$ cat src/rtl/tdm_subchan_gate.sv
module tdm_subchan_gate #(
  parameter int SLOTS = 32,
  parameter int BITS  = 8,
  localparam int SLOT_W = $clog2(SLOTS),
  localparam int BIT_W  = $clog2(BITS)
) (
  input  logic              clk,
  input  logic              rst_n,
  input  logic              fsync,
  input  logic [SLOT_W-1:0] slot_idx,
  input  logic [BIT_W-1:0]  bit_idx,
  input  logic [SLOT_W-1:0] cfg_slot,
  input  logic [BITS-1:0]   cfg_mask,
  input  logic              cfg_half,
  input  logic              cfg_direct,
  input  logic              cfg_tx_fixed,
  input  logic              cfg_csma,
  input  logic              cfg_cbus_en,
  input  logic              tx_bit,
  output logic              tx_req,
  output logic              rx_bit,
  output logic              rx_stb,
  input  logic              mx_out6,
  input  logic              mx_out7,
  output logic              mx_in6,
  input  logic              pin_din,
  output logic              pin_dout,
  input  logic              echo_in,
  output logic              cbus_pd,
  output logic              collision
);

  logic            started_q, par_q;
  logic [BITS-1:0] rep_q;

  logic cur_started, cur_par, in_bit, active, replay, tx_d, cbus_ok;

  assign cur_started = started_q | fsync;
  assign cur_par     = fsync ? (started_q & ~par_q) : par_q;

  assign in_bit = cur_started && (slot_idx == cfg_slot) && cfg_mask[bit_idx];
  assign active = in_bit && !(cfg_half && cur_par);
  assign replay = in_bit && cfg_half && cur_par;
  assign tx_d   = replay ? rep_q[bit_idx] : tx_bit;

  assign tx_req = active;
  assign rx_stb = active;
  assign rx_bit = cfg_direct ? pin_din : mx_out6;

  assign mx_in6   = (in_bit && (cfg_tx_fixed || !cfg_direct)) ? tx_d : 1'b1;
  assign pin_dout = (in_bit && cfg_direct) ? tx_d : mx_out7;

  assign cbus_ok   = cfg_csma || cfg_cbus_en;
  assign cbus_pd   = in_bit && cbus_ok && !tx_d;
  assign collision = in_bit && cfg_csma && (echo_in != tx_d);

  always_ff @(posedge clk or negedge rst_n) begin
    if (!rst_n) begin
      started_q <= 1'b0;
      par_q     <= 1'b0;
      rep_q     <= '0;
    end else begin
      if (fsync) begin
        started_q <= 1'b1;
        par_q     <= cur_par;
      end
      if (active) rep_q[bit_idx] <= tx_bit;
    end
  end

endmodule


$ cat config.mk
export PLATFORM = sky130hd
export DESIGN_NAME = tdm_subchan_gate
export DESIGN_NICKNAME = d
export VERILOG_FILES = /design/src/rtl/tdm_subchan_gate.sv
export SDC_FILE = /design/constraint.sdc
export NUM_CORES = 1
export LEC_CHECK = 0
export BUFFER_PORTS_ARGS = -buffer_cell sky130_fd_sc_hd__buf_2
export CORE_UTILIZATION = 49
export CTS_CLUSTER_DIAMETER = 80
export CTS_CLUSTER_SIZE = 24
export DETAILED_ROUTE_END_ITERATION = 10
export GPL_TIMING_DRIVEN = 0
export PLACE_DENSITY = 0.84
export REMOVE_ABC_BUFFERS = 1
export SYNTH_ARGS = -nofsm -noshare
export SYNTH_HDL_FRONTEND = slang
export SYNTH_SLANG_ARGS = --single-unit
$ cat constraint.sdc
create_clock -name clk -period 2.6 [get_ports clk]
set_clock_uncertainty 0.1 [all_clocks]
set_input_delay 0 -clock clk [delete_from_list [all_inputs] [get_ports clk]]
set_output_delay 0 -clock clk [all_outputs]
set_load 0.005 [all_outputs]
---- Word level (Yosys, flattened, before mapping) ----
Cells that the tools add are included.
word-level totals
  register bits ........................... 10
  output and inout port bits .............. 7
  input port bits ......................... 34
  word-level logic and storage cells ...... 40
operators by class
  $lt $le $gt $ge ......................... 2
  mux-type cells .......................... 12
  bitwise logic cells ..................... 3
  reductions and logical operators ........ 18
  eq/ne operators ......................... 2
operator list
  kind                                                                    number
  1-bit logical AND                                                       13
  8-bit bitwise mux                                                       1
  1-bit two-way mux                                                       8
  1-bit binary-select mux with 3-bit select                               2
  5-bit == test                                                           1
  3-bit by 4-bit < comparator with 1-bit output (second input constant)   1
  1-bit demux with 3-bit select                                           1
  3-bit by 1-bit >= comparator with 1-bit output (second input constant)  1
  1-bit logical NOT                                                       3
  1-bit logical OR                                                        2
  1-bit bitwise AND                                                       1
  1-bit != test                                                           1
  1-bit inverter                                                          1
  1-bit OR                                                                1

---- Logic depth before layout (Yosys ltp) ----
Gate-level depths: netlist of the first run.
  depth after elaboration ................. 8
  gate-level depth with buffers ........... 7
  mapped depth without buffers ............ 5

---- Worst setup path before layout of the first run ----
Ideal clock, no wire load.
  kind .................................... reg2reg
  start point ............................. register started_q
  end point ............................... register rep_q[6]
  buffers on the path ..................... 1
  clock period less this slack ............ 1.755 ns
  required time ........................... 2.373 ns
  data arrival time ....................... 1.527 ns
  setup time .............................. 0.127 ns
  stages on the path, launching flop included .. 7
  slack ................................... 0.845 ns
  cells stage by stage .................... dfrtp_1 nor2_1 a2111o_1 nor4_4 buf_6 nand4_1 mux2_1
between the ends
  cells in the longest elaborated chain, start to end .. 5
  elaborated cells between the ends (all ways) .. 8
  classes of those cells .................. mux (1); bitwise (2); reduce/logical (5)
ends and longest elaborated chain
  element                         RTL line  text
  start: declaration              33        logic started_q, par_q;
  start signal: assignment        59        started_q <= 1'b0;
  start signal: assignment        64        started_q <= 1'b1;
  1-bit bitwise AND               39        assign cur_par = fsync ? (started_q & ~par_q) : par_q;
  1-bit two-way mux               39
  1-bit logical AND               42        assign active = in_bit && !(cfg_half && cur_par);
  1-bit logical NOT               42
  1-bit logical AND (*)           42
  end signal: indexed assignment  67        if (active) rep_q[bit_idx] <= tx_bit;
  end: declaration                34        logic [BITS-1:0] rep_q;
Mark *: on every way between the ends. The rest lies on a longest branch, timed or not.
A chain may end at the register's enable or synchronous reset.

---- Final worst setup path of the first run ----
  start point ............................. input fsync
  end point ............................... output pin_dout
between the ends
  cells in the longest elaborated chain, start to end .. 7
  elaborated cells between the ends (all ways) .. 9
  classes of those cells .................. mux (3); bitwise (1); reduce/logical (5)
ends and longest elaborated chain
  element                         RTL line  text
  start: declaration              9         input logic fsync,
  1-bit OR                        38        assign cur_started = started_q | fsync;
  1-bit logical AND (2 in a row)  41        assign in_bit = cur_started && (slot_idx == cfg_slot) && cfg_mask[bit_idx];
  1-bit logical AND (2 in a row)  43        assign replay = in_bit && cfg_half && cur_par;
  1-bit two-way mux               44        assign tx_d = replay ? rep_q[bit_idx] : tx_bit;
  1-bit two-way mux (*)           51        assign pin_dout = (in_bit && cfg_direct) ? tx_d : mx_out7;
  end: declaration                27        output logic pin_dout,
Marked as above.

==> results.md, run 1 <==
| Metric | Value | Unit |
| --- | --- | --- |
| Total clock sinks | 10 | - |
| Largest fanout on the critical path | 12 | - |
| Type of the most critical hold path | in2async | - |
| Design internal power | 0.3079 | mW |
| Io pins | 41 | - |
| CTS tree | yes | - |
| Number of warnings reported in the yosys synthesis log | 0 | - |
| CTS Buffer Depth | 2 | - |
| Transition at the pin with the smallest max-transition slack | 0.7618 | ns |
| Height of the die | 43.79 | microns |
| Crit path capture type | primary output | - |
| Die Footprint | 1918 | sq um |
| Layout Cells excl Fill | 141 | - |
| Final setup vio count | 0 | - |
| Setup WS post-layout | 0.2876 | ns |
| Cells after synthesis | 85 | - |
| Clk slew on worst S/H paths | 0.07 | ns |
| Starting density of the core | 0.5429 | - |
| Clock power share | 0.338 | - |
| CORE AREA | 1577 | sq um |
| Detailed Routing Iterations Pass 1 | 7 | - |
| Combinational group share of total power | 0.254 | - |
| Cells taking the most area after synthesis | sky130_fd_sc_hd__dfrtp_1 (29%), sky130_fd_sc_hd__mux2_2 (13%), sky130_fd_sc_hd__buf_6 (3.9%) | - |
| Maximum level of the CTS H-tree | 1 | - |
| Nets@finish | 160 | - |
| Largest voltage drop on the vdd net | 0.3616 | mV |
| Total global routing overflow | 0 | - |
| Hold violation count in the final report | 0 | - |
| Highest attainable clock frequency | 0.4325 | GHz |
| Worst hold slack | 0.01110 | ns |
| Clock latency on the worst-skew pair | 0.27 | ns |
| Fraction of layout instances using a drive strength above 1 | 0.4880 | - |
| Iteration-0 DRC count of the detailed router | 11 | - |
| Reg-to-reg slack, setup | 0.50 | ns |
| Final core utilization | 0.6778 | - |
| Dominant cell type by area after synthesis | sky130_fd_sc_hd__dfrtp_1 | - |
| Post-place setup slack | 0.1645 | ns |
| Total wirelength of the detailed-routed design | 1.852 | mm |
| Detailed placer's ending HPWL | 1.392 | mm |
| Number of global-route vias before repair | 766 | - |
| Setup TNS Final | 0 | ns |
| Synth-to-Final Area Change | 24.85 | % |
| Violated checks | DRC | - |
| Worst R2R Start | started_q$_DFFE_PN0P_ | - |
| Number of buffers inserted during clock tree synthesis | 3 | - |
| Critical path startpoint category | primary input | - |
| Leakage | 0.5163 | nW |
| Sequential Power Share | 0.408 | - |
| Pin count of the biggest net entering global routing | 19 | - |
| Crit path to | pin_dout | - |
| Avg Synthesized Cell Area | 10.07 | sq um |
| Most common cell after layout, fill and taps aside | sky130_fd_sc_hd__buf_2 | - |
| Post-route minimum period | 2.312 | ns |
| Critical Path AT | 2.21 | ns |
| Number of buffer cells added on primary ports | 40 | - |
| Req. time, crit path | 2.50 | ns |
| Placer Congestion | 0.7596 | - |
| Switching Share | 0.2705 | - |
| Total routing resource utilization after global routing | 0.2294 | - |
| Clk Tree Root Cell | sky130_fd_sc_hd__clkbuf_4 | - |
| Vias per Instance | 5.624 | - |
| Sequential fraction of the synthesis area | 0.2924 | - |
| Crit Path Class | in2out | - |
| Routed length per instance | 13.13 | microns |
| Part of the cycle the worst path needs | 0.8894 | - |
| DRC Markers | 5 | - |
| Number of antenna violations at the first check in global routing | 0 | - |
| Share of Yosys cell area claimed by the top area cell type | 0.2924 | - |
| Outcome | finished with violations | - |
| Total number of vias | 793 | - |
| Unique cell type count in the Yosys netlist | 38 | - |
| Cell Pwr Density | 395.0 | nW/um^2 |
| Most frequent cells in the layout | sky130_fd_sc_hd__buf_2 (40), sky130_fd_sc_hd__mux2_2 (10), sky130_fd_sc_hd__dfrtp_1 (10) | - |
| Mapped Area | 855.8 | sq um |
| Unrepaired setup endpoints after global routing | no | - |
| Filler cell count in the final layout | 142 | - |
| Number of max-cap violations | 0 | - |
| Routed Antenna Nets | 0 | - |
| # diodes | 0 | - |
| Switching pwr | 0.1142 | mW |
| Number of instances in the placed design | 134 | - |
| Max transition margin | 0.4887 | - |
| Overall power | 0.4221 | mW |
| Worst reg-to-reg path cell count | 5 | - |
| Flip-flop and latch count after synthesis | 10 | - |
| Die X | 43.79 | microns |
| Endpoint of the worst-slack reg-to-reg timing path | rep_q[6]$_DFFE_PN0P_ | - |
| Wire length of the first global-routing pass | 3.201 | mm |
| Max Slew Vio Count | 0 | - |
| Crit path launch | fsync | - |
| Final Instance Area | 1069 | sq um |
| Cell area after placement | 1002 | sq um |
| Floorplan row count | 14 | - |
## synth_stat cells
cell type                   instances
sky130_fd_sc_hd__a311oi_1           1
sky130_fd_sc_hd__or2b_1             1
sky130_fd_sc_hd__nor3b_1            1
sky130_fd_sc_hd__mux2_1             3
sky130_fd_sc_hd__a211oi_1           2
sky130_fd_sc_hd__and3b_1            1
sky130_fd_sc_hd__buf_6              3
sky130_fd_sc_hd__a21boi_0           1
sky130_fd_sc_hd__a2111o_1           1
sky130_fd_sc_hd__nor2_1             6
sky130_fd_sc_hd__o2111ai_1          1
sky130_fd_sc_hd__a21oi_1            2
sky130_fd_sc_hd__nand4b_1           2
sky130_fd_sc_hd__and3_1             1
sky130_fd_sc_hd__mux2i_1            3
sky130_fd_sc_hd__o21ai_0            2
sky130_fd_sc_hd__nand2_1            3
sky130_fd_sc_hd__nor2_2             1
sky130_fd_sc_hd__buf_2              1
sky130_fd_sc_hd__or4b_2             1
sky130_fd_sc_hd__or2_2              1
sky130_fd_sc_hd__or3_2              1
sky130_fd_sc_hd__inv_1              2
sky130_fd_sc_hd__xor2_1             2
sky130_fd_sc_hd__nand3b_1           2
sky130_fd_sc_hd__nor4_4             1
sky130_fd_sc_hd__buf_4              1
sky130_fd_sc_hd__nand3_1            4
sky130_fd_sc_hd__and2_2             1
sky130_fd_sc_hd__mux2_2            10
sky130_fd_sc_hd__nand2b_1           1
sky130_fd_sc_hd__nor2b_4            1
sky130_fd_sc_hd__xnor2_1            3
sky130_fd_sc_hd__nand4_1            4
sky130_fd_sc_hd__nor2b_1            1
sky130_fd_sc_hd__clkbuf_8           2
sky130_fd_sc_hd__dfrtp_1           10
sky130_fd_sc_hd__o22ai_1            1
## layer usage
| layer | global-route usage | vias to the layer above | share of wire |
|---|---|---|---|
| met5 | 0 | - | 0 |
| met2 | 0.4060 | 32 | 0.48 |
| li1 | - | 392 | - |
| met3 | 0.02500 | 7 | 0.058 |
| met4 | 0.1500 | 0 | 0.035 |
| met1 | 0.2572 | 362 | 0.43 |
## layout make-up
cell class	instances	area (sq um)	area share
well taps	16	20.02	0.01874
multi-input cells	66	524.3	0.4906
repair buffers	43	230.2	0.2155
inverters	2	7.507	0.007026
clock buffers	4	36.28	0.03396
flip-flops and latches	10	250.2	0.2342
## how the worst min path moves through the flow
stage,to,slack (ns),cells past startpoint
final,rep_q[6]$_DFFE_PN0P_,0.01,2
after global routing,rep_q[0]$_DFFE_PN0P_,0.04,2
after CTS,rep_q[6]$_DFFE_PN0P_,0.01,2
after detailed placement,par_q$_DFFE_PN0P_,-0.22,1
after global placement,rep_q[4]$_DFFE_PN0P_,-0.23,1
after floorplan,par_q$_DFFE_PN0P_,-0.40,0
## power by group through the flow
| stage | Clock, mW | Combinational (mW) | Sequential [mW] |
|---|---|---|---|
| after floorplan | 0 | 0.0542 | 0.173 |
| after global placement | 0 | 0.0997 | 0.174 |
| after detailed placement | 0 | 0.104 | 0.175 |
| after CTS | 0.145 | 0.108 | 0.172 |
| after global routing | 0.152 | 0.120 | 0.173 |
| final | 0.143 | 0.107 | 0.172 |
## kinds of logic after synthesis
logic type / share of synthesized area
buffers and inverters: 0.09503
and+or+nand+nor: 0.2646
AOI/OAI and AO/OA: 0.09065
xor gates and xnor gates: 0.05118
DFF: 0.2924
muxes: 0.2061
## what timing repair did
item,in CTS,in global routing
hold buffers,3,0
setup buffers,0,0
endpoints found under the hold margin,18,0
gates resized for setup,1,0
setup endpoints to repair,3,0
## flip-flops by register name (all words and copies together) (netlist names)
| name | count |
|---|---|
| par_q | 1 |
| started_q | 1 |
| rep_q | 8 |
## critical path: stages
cell and delay (ns):
sky130_fd_sc_hd__dlygate4sd3_1 0.53, sky130_fd_sc_hd__buf_2 0.13, sky130_fd_sc_hd__and3b_1 0.18, sky130_fd_sc_hd__o21ai_1 0.61, sky130_fd_sc_hd__o21ai_0 0.31, sky130_fd_sc_hd__mux2_2 0.32, sky130_fd_sc_hd__buf_2 0.12
Note: power is estimated with default switching activity, not from simulation.
==> run 2, diff against run 1 <==
--- a/config.mk
+++ b/config.mk
@@ -5,13 +5,13 @@
 export SDC_FILE = /design/constraint.sdc
 export NUM_CORES = 1
 export LEC_CHECK = 0
-export BUFFER_PORTS_ARGS = -buffer_cell sky130_fd_sc_hd__buf_2
-export CORE_UTILIZATION = 49
+export CORE_UTILIZATION = 50
 export CTS_CLUSTER_DIAMETER = 80
 export CTS_CLUSTER_SIZE = 24
 export DETAILED_ROUTE_END_ITERATION = 10
+export DONT_BUFFER_PORTS = 1
 export GPL_TIMING_DRIVEN = 0
-export PLACE_DENSITY = 0.84
+export PLACE_DENSITY = 0.66
 export REMOVE_ABC_BUFFERS = 1
 export SYNTH_ARGS = -nofsm -noshare
 export SYNTH_HDL_FRONTEND = slang
==> constraint.sdc (replaced) <==
create_clock -name clk -period 2.6 [get_ports clk]
set_clock_uncertainty 0.1 [all_clocks]
set_input_delay 0 -clock clk [delete_from_list [all_inputs] [get_ports clk]]
set_output_delay 0 -clock clk [all_outputs]
set_load 0.02 [all_outputs]
==> run 2 against run 1 <==
Effect of this change:
- final area decreased by 16%
- first-iteration DRC count grew 73%
- clock power is essentially flat
- the run still ends with DRC left
- non-clock buffer count decreased by 37
==> results.md, run 2 (same netlist as run 1, synthesis figures left out) <==
| Metric | Value | Unit |
| --- | --- | --- |
| Largest fanout on the critical path | 14 | - |
| Clk slew on worst S/H paths | 0.07 | ns |
| Synth-to-Final Area Change | 5.409 | % |
| Leakage | 0.3674 | nW |
| Largest voltage drop on the vdd net | 0.2851 | mV |
| Io pins | 41 | - |
| Die X | 43.37 | microns |
| Most frequent cells in the layout | sky130_fd_sc_hd__mux2_2 (10), sky130_fd_sc_hd__dfrtp_1 (10), sky130_fd_sc_hd__nor2_1 (6), sky130_fd_sc_hd__dlygate4sd3_1 (6) | - |
| Total number of vias | 664 | - |
| Post-route minimum period | 2.475 | ns |
| Transition at the pin with the smallest max-transition slack | 0.7031 | ns |
| Outcome | finished with violations | - |
| Iteration-0 DRC count of the detailed router | 19 | - |
| Design internal power | 0.2930 | mW |
| Total routing resource utilization after global routing | 0.1995 | - |
| Nets@finish | 123 | - |
| Number of buffers inserted during clock tree synthesis | 3 | - |
| Violated checks | DRC | - |
| Max Slew Vio Count | 0 | - |
| Cell Pwr Density | 438.8 | nW/um^2 |
| Routed Antenna Nets | 0 | - |
| Hold violation count in the final report | 0 | - |
| Type of the most critical hold path | in2async | - |
| Routed metal-1 wire length | 745 | microns |
| Vias per Instance | 6.385 | - |
| Total wirelength of the detailed-routed design | 1.729 | mm |
| Req. time, crit path | 2.50 | ns |
| CTS Buffer Depth | 2 | - |
| Max transition margin | 0.5277 | - |
| Clk Tree Root Cell | sky130_fd_sc_hd__clkbuf_4 | - |
| Top reg by flops | rep_q | - |
| Height of the die | 43.37 | microns |
| Endpoint of the worst-slack reg-to-reg timing path | rep_q[6]$_DFFE_PN0P_ | - |
| Unrepaired setup endpoints after global routing | no | - |
| Detailed placer's ending HPWL | 1.128 | mm |
| Starting density of the core | 0.5490 | - |
| CORE AREA | 1559 | sq um |
| Total clock sinks | 10 | - |
| Clock power share | 0.356 | - |
| Number of antenna violations at the first check in global routing | 0 | - |
| Number of max-cap violations | 0 | - |
| Combinational group share of total power | 0.209 | - |
| Part of the cycle the worst path needs | 0.9518 | - |
| Setup TNS Final | 0 | ns |
| # diodes | 0 | - |
| Wire length of the first global-routing pass | 2.808 | mm |
| Highest attainable clock frequency | 0.4041 | GHz |
| Number of buffer cells added on primary ports | 0 | - |
| Crit path capture type | primary output | - |
| Final setup vio count | 0 | - |
| CTS tree | yes | - |
| Fraction of layout instances using a drive strength above 1 | 0.2500 | - |
| Post-CTS setup repair buffer count | 0 | - |
| Top layer reached by signal wires | met4 | - |
| Number of instances in the placed design | 94 | - |
| Largest regs | rep_q (8), par_q (1), started_q (1) | - |
| Worst R2R Start | started_q$_DFFE_PN0P_ | - |
| Pin count of the biggest net entering global routing | 15 | - |
| Switching pwr | 0.1028 | mW |
| Reg-to-reg slack, setup | 0.52 | ns |
| Switching Share | 0.2598 | - |
| Critical Path AT | 2.37 | ns |
| Max reg flops | 8 | - |
| DRC Markers | 8 | - |
| Filler cell count in the final layout | 137 | - |
| Detailed Routing Iterations Pass 1 | 7 | - |
| Length of routed met2 wiring | 853 | microns |
| Critical path startpoint category | primary input | - |
| Crit Path Class | in2out | - |
| Placer Congestion | 0.7063 | - |
| Worst reg-to-reg path cell count | 5 | - |
| Met3 wirelength from detailed routing | 107 | microns |
| Clock latency on the worst-skew pair | 0.26 | ns |
| Number of global-route vias before repair | 639 | - |
| Total global routing overflow | 0 | - |
| Die Footprint | 1881 | sq um |
| Floorplan row count | 14 | - |
| Maximum level of the CTS H-tree | 1 | - |
| Layout Cells excl Fill | 104 | - |
| Routed length per instance | 16.63 | microns |
| Sequential Power Share | 0.435 | - |
-- run 2: cell count changes in the layout (fill, tap and decap cells not counted) --
cell	previous run	this run
sky130_fd_sc_hd__buf_2	40	0
sky130_fd_sc_hd__dlygate4sd3_1	3	6
sky130_fd_sc_hd__o21ai_1	1	0
sky130_fd_sc_hd__o21ai_2	0	1
-- run 2: area by class of cell --
cell class,instances,area [sq um],share of cell area
multi-input combinational,66,528.0,0.5853
timing repair buffer,6,60.06,0.06657
tap,16,20.02,0.02219
clock buffer,4,36.28,0.04022
inverter,2,7.507,0.008322
sequential,10,250.2,0.2774
-- run 2: power groups by stage --
stage	Combinational [mW]	Sequential, mW	Clock, mW
6_report	0.0829	0.172	0.141
2_1_floorplan	0.0580	0.173	0
3_5_place_dp	0.0657	0.175	0
3_3_place_gp	0.0639	0.175	0
5_1_grt	0.0910	0.173	0.153
4_1_cts	0.0819	0.172	0.147
-- run 2: worst max-delay path by stage --
stage / start / to / slack [ns] / depth (start not counted)
4_1_cts: started_q$_DFFE_PN0P_ / cbus_pd / 0.11 / 4
6_report: bit_idx[0] / cbus_pd / 0.13 / 5
3_5_place_dp: started_q$_DFFE_PN0P_ / cbus_pd / 0.02 / 4
3_3_place_gp: started_q$_DFFE_PN0P_ / cbus_pd / 0.03 / 4
5_1_grt: bit_idx[0] / cbus_pd / 0.03 / 5
2_1_floorplan: started_q$_DFFE_PN0P_ / cbus_pd / 0.45 / 4
-- run 2: worst max-delay path, cell delays in order --
cell                            delay [ns]
sky130_fd_sc_hd__dlygate4sd3_1        0.70
sky130_fd_sc_hd__nor2b_4              0.08
sky130_fd_sc_hd__a2111o_1             0.42
sky130_fd_sc_hd__nor4_4               0.55
sky130_fd_sc_hd__nor3b_1              0.63
-- run 2: stage by stage --
stage                     total power [mW]  instance area, sq um  worst slack, ns  utilization  hold WS [ns]
final                               0.3958                 902.1           0.1254       0.5787       0.01967
after detailed placement            0.2408                 802.0          0.02190       0.5144       -0.3954
after global placement              0.2384                 802.0          0.02991       0.5144       -0.3954
after floorplan                     0.2312                 782.0           0.4502            -       -0.3956
after global routing                0.4175                 902.1          0.03187       0.5787       0.02371
after CTS                           0.4006                 898.4           0.1096       0.5762       0.01595
-- run 2: routing by layer --
| layer | vias up | GRT usage |
|---|---|---|
| li1 | 319 | - |
| met1 | 316 | 0.2681 |
| met2 | 26 | 0.3152 |
| met3 | 3 | 0.03750 |
| met4 | 0 | 0.08750 |
| met5 | - | 0 |
-- run 2: timing repair --
item,4_1_cts,5_1_grt
hold endpoints to repair,20,0
hold buffers,6,0
resized for setup,1,1
endpoints found under the setup margin,3,1
==> run 3, diff against run 2 <==
--- a/config.mk
+++ b/config.mk
@@ -5,6 +5,7 @@
 export SDC_FILE = /design/constraint.sdc
 export NUM_CORES = 1
 export LEC_CHECK = 0
+export CORE_MARGIN = 8
 export CORE_UTILIZATION = 50
 export CTS_CLUSTER_DIAMETER = 80
 export CTS_CLUSTER_SIZE = 24
==> run 3 against run 2 <==
Effect of this change:
- final area grew 0.14%
- the run now ends clean
- sequential power about the same
- register-to-register slack about the same
- flip-flop and latch count unchanged
- sequential share of layout area hardly changed
- combinational power is 1% lower
- setup slack better by 0.016 ns
==> results.md, run 3 (same netlist as run 1, synthesis figures left out) <==
| Metric | Value | Unit |
| --- | --- | --- |
| Outcome | finished, final reports clean | - |
| Max transition margin | 0.5301 | - |
| Starting density of the core | 0.5124 | - |
| Unrepaired setup endpoints after global routing | no | - |
| Post-CTS setup repair buffer count | 0 | - |
| Height of the die | 57.37 | microns |
| DRC Markers | 0 | - |
| Critical Path AT | 2.36 | ns |
| Number of instances in the placed design | 95 | - |
| Crit path capture type | primary output | - |
| Hold violation count in the final report | 0 | - |
| Vias per Instance | 6.333 | - |
| Cell-by-cell trace of the critical path | dlygate4sd3_1 > nor2b_4 > a2111o_1 > nor4_4 > nor3b_1 | - |
| Highest attainable clock frequency | 0.4067 | GHz |
| Leakage | 0.3674 | nW |
| Number of antenna violations at the first check in global routing | 0 | - |
| Number of buffers inserted during clock tree synthesis | 3 | - |
| Largest fanout on the critical path | 14 | - |
| Most frequent cells in the layout | sky130_fd_sc_hd__mux2_2 (10), sky130_fd_sc_hd__dfrtp_1 (10), sky130_fd_sc_hd__nor2_1 (6), sky130_fd_sc_hd__dlygate4sd3_1 (6) | - |
| Critical path startpoint category | primary input | - |
| Iteration-0 DRC count of the detailed router | 16 | - |
| Max Slew Vio Count | 0 | - |
| CTS Buffer Depth | 2 | - |
| Number of buffer cells added on primary ports | 0 | - |
| Number of buffers and inverters on the critical path | 1 | - |
| Nets@finish | 123 | - |
| Part of the cycle the worst path needs | 0.9456 | - |
| Largest voltage drop on the vdd net | 0.2474 | mV |
| # diodes | 0 | - |
| Synth-to-Final Area Change | 5.555 | % |
| Placer Congestion | 0.7549 | - |
| Detailed placer's ending HPWL | 1.396 | mm |
| Max reg flops | 8 | - |
| Die X | 57.37 | microns |
| CTS tree | yes | - |
| Final setup vio count | 0 | - |
| Transition at the pin with the smallest max-transition slack | 0.6996 | ns |
| Largest stage delay on the critical path | 0.68 | ns |
| Layout Cells excl Fill | 105 | - |
| Largest regs | rep_q (8), par_q (1), started_q (1) | - |
| Worst hold slack | 0.01223 | ns |
| Clock latency on the worst-skew pair | 0.26 | ns |
| Pin count of the biggest net entering global routing | 15 | - |
| Clk Tree Root Cell | sky130_fd_sc_hd__clkbuf_4 | - |
| Total number of vias | 665 | - |
| Floorplan row count | 15 | - |
| Wire length of the first global-routing pass | 3.256 | mm |
| Top reg by flops | rep_q | - |
| Routed length per instance | 18.34 | microns |
| CORE AREA | 1670 | sq um |
| Dominant delay contributor by cell family on the critical path | simple AND/OR/NAND/NOR gates | - |
| Type of the most critical hold path | in2reg | - |
| Total global routing overflow | 0 | - |
| Total clock sinks | 10 | - |
| Total wirelength of the detailed-routed design | 1.926 | mm |
| Die Footprint | 3291 | sq um |
| Crit Path Class | in2out | - |
| Clk slew on worst S/H paths | 0.06 | ns |
| Cell Pwr Density | 432.1 | nW/um^2 |
| Total routing resource utilization after global routing | 0.1220 | - |
| Maximum level of the CTS H-tree | 1 | - |
| Number of global-route vias before repair | 710 | - |
| Cell with the largest stage delay on the worst path | sky130_fd_sc_hd__dlygate4sd3_1 | - |
| Setup TNS Final | 0 | ns |
| Detailed Routing Iterations Pass 1 | 4 | - |
| Post-route minimum period | 2.459 | ns |
| Fraction of layout instances using a drive strength above 1 | 0.2500 | - |
| Io pins | 41 | - |
| Number of max-cap violations | 0 | - |
| Req. time, crit path | 2.50 | ns |
| Routed Antenna Nets | 0 | - |
run 3: cell counts in the layout (fill, tap and decap cells not counted):
Identical to the previous run, type by type.
run 3: area by class of cell:
cell class	instances	area [sq um]
clock buffers	4	36.28
fillers	147	767.0
inverters	2	7.507
multi-input cells	66	528.0
flip-flops and latches	10	250.2
well taps	17	21.27
repair buffers	6	60.06
run 3: repair_timing:
item                                    CTS  global route
gates resized for setup                   1             1
endpoints found under the hold margin    20             0
hold buffers                              6             0
endpoints found under the setup margin    3             1
run 3: per-layer routing:
layer	GRT usage	part of all wire
met1	0.1314	0.38
met2	0.1961	0.50
met3	0.05381	0.11
met4	0.06429	0.0062
met5	0	0
run 3: per-stage QoR:
stage | cell area, sq um | util | total power, mW | setup WS (ns)
after floorplan | 782.0 | - | 0.2312 | 0.4502
after global placement | 803.3 | 0.4809 | 0.2384 | 0.04640
after detailed placement | 803.3 | 0.4809 | 0.2403 | 0.05095
after CTS | 899.6 | 0.5386 | 0.3966 | 0.1137
after global routing | 903.4 | 0.5408 | 0.4127 | 0.01405
final | 903.4 | 0.5408 | 0.3903 | 0.1414
run 3: report_power, final:
part           switching [mW]  internal, mW
clock network          0.0518        0.0849
logic                  0.0406        0.0411
registers             0.00516         0.167
run 3: path summary, 6_finish.rpt:
path	start	end	slack, ns	cells after the start
min reg2reg	started_q$_DFFE_PN0P_	started_q$_DFFE_PN0P_	0.38	2
max reg2reg	started_q$_DFFE_PN0P_	rep_q[1]$_DFFE_PN0P_	0.53	5
min in group asynchronous	rst_n	started_q$_DFFE_PN0P_	0.02	1
min	bit_idx[1]	rep_q[6]$_DFFE_PN0P_	0.01	3
max in group asynchronous	rst_n	rep_q[6]$_DFFE_PN0P_	2.06	1
max	bit_idx[0]	cbus_pd	0.14	5
run 3: worst register-to-register path: stages, from the launching register on:
cell and delay (ns):
sky130_fd_sc_hd__dfrtp_1 0.34, sky130_fd_sc_hd__nor2_1 0.06, sky130_fd_sc_hd__a2111o_1 0.39, sky130_fd_sc_hd__nor4_4 0.54, sky130_fd_sc_hd__nand3_1 0.18, sky130_fd_sc_hd__mux2_1 0.34
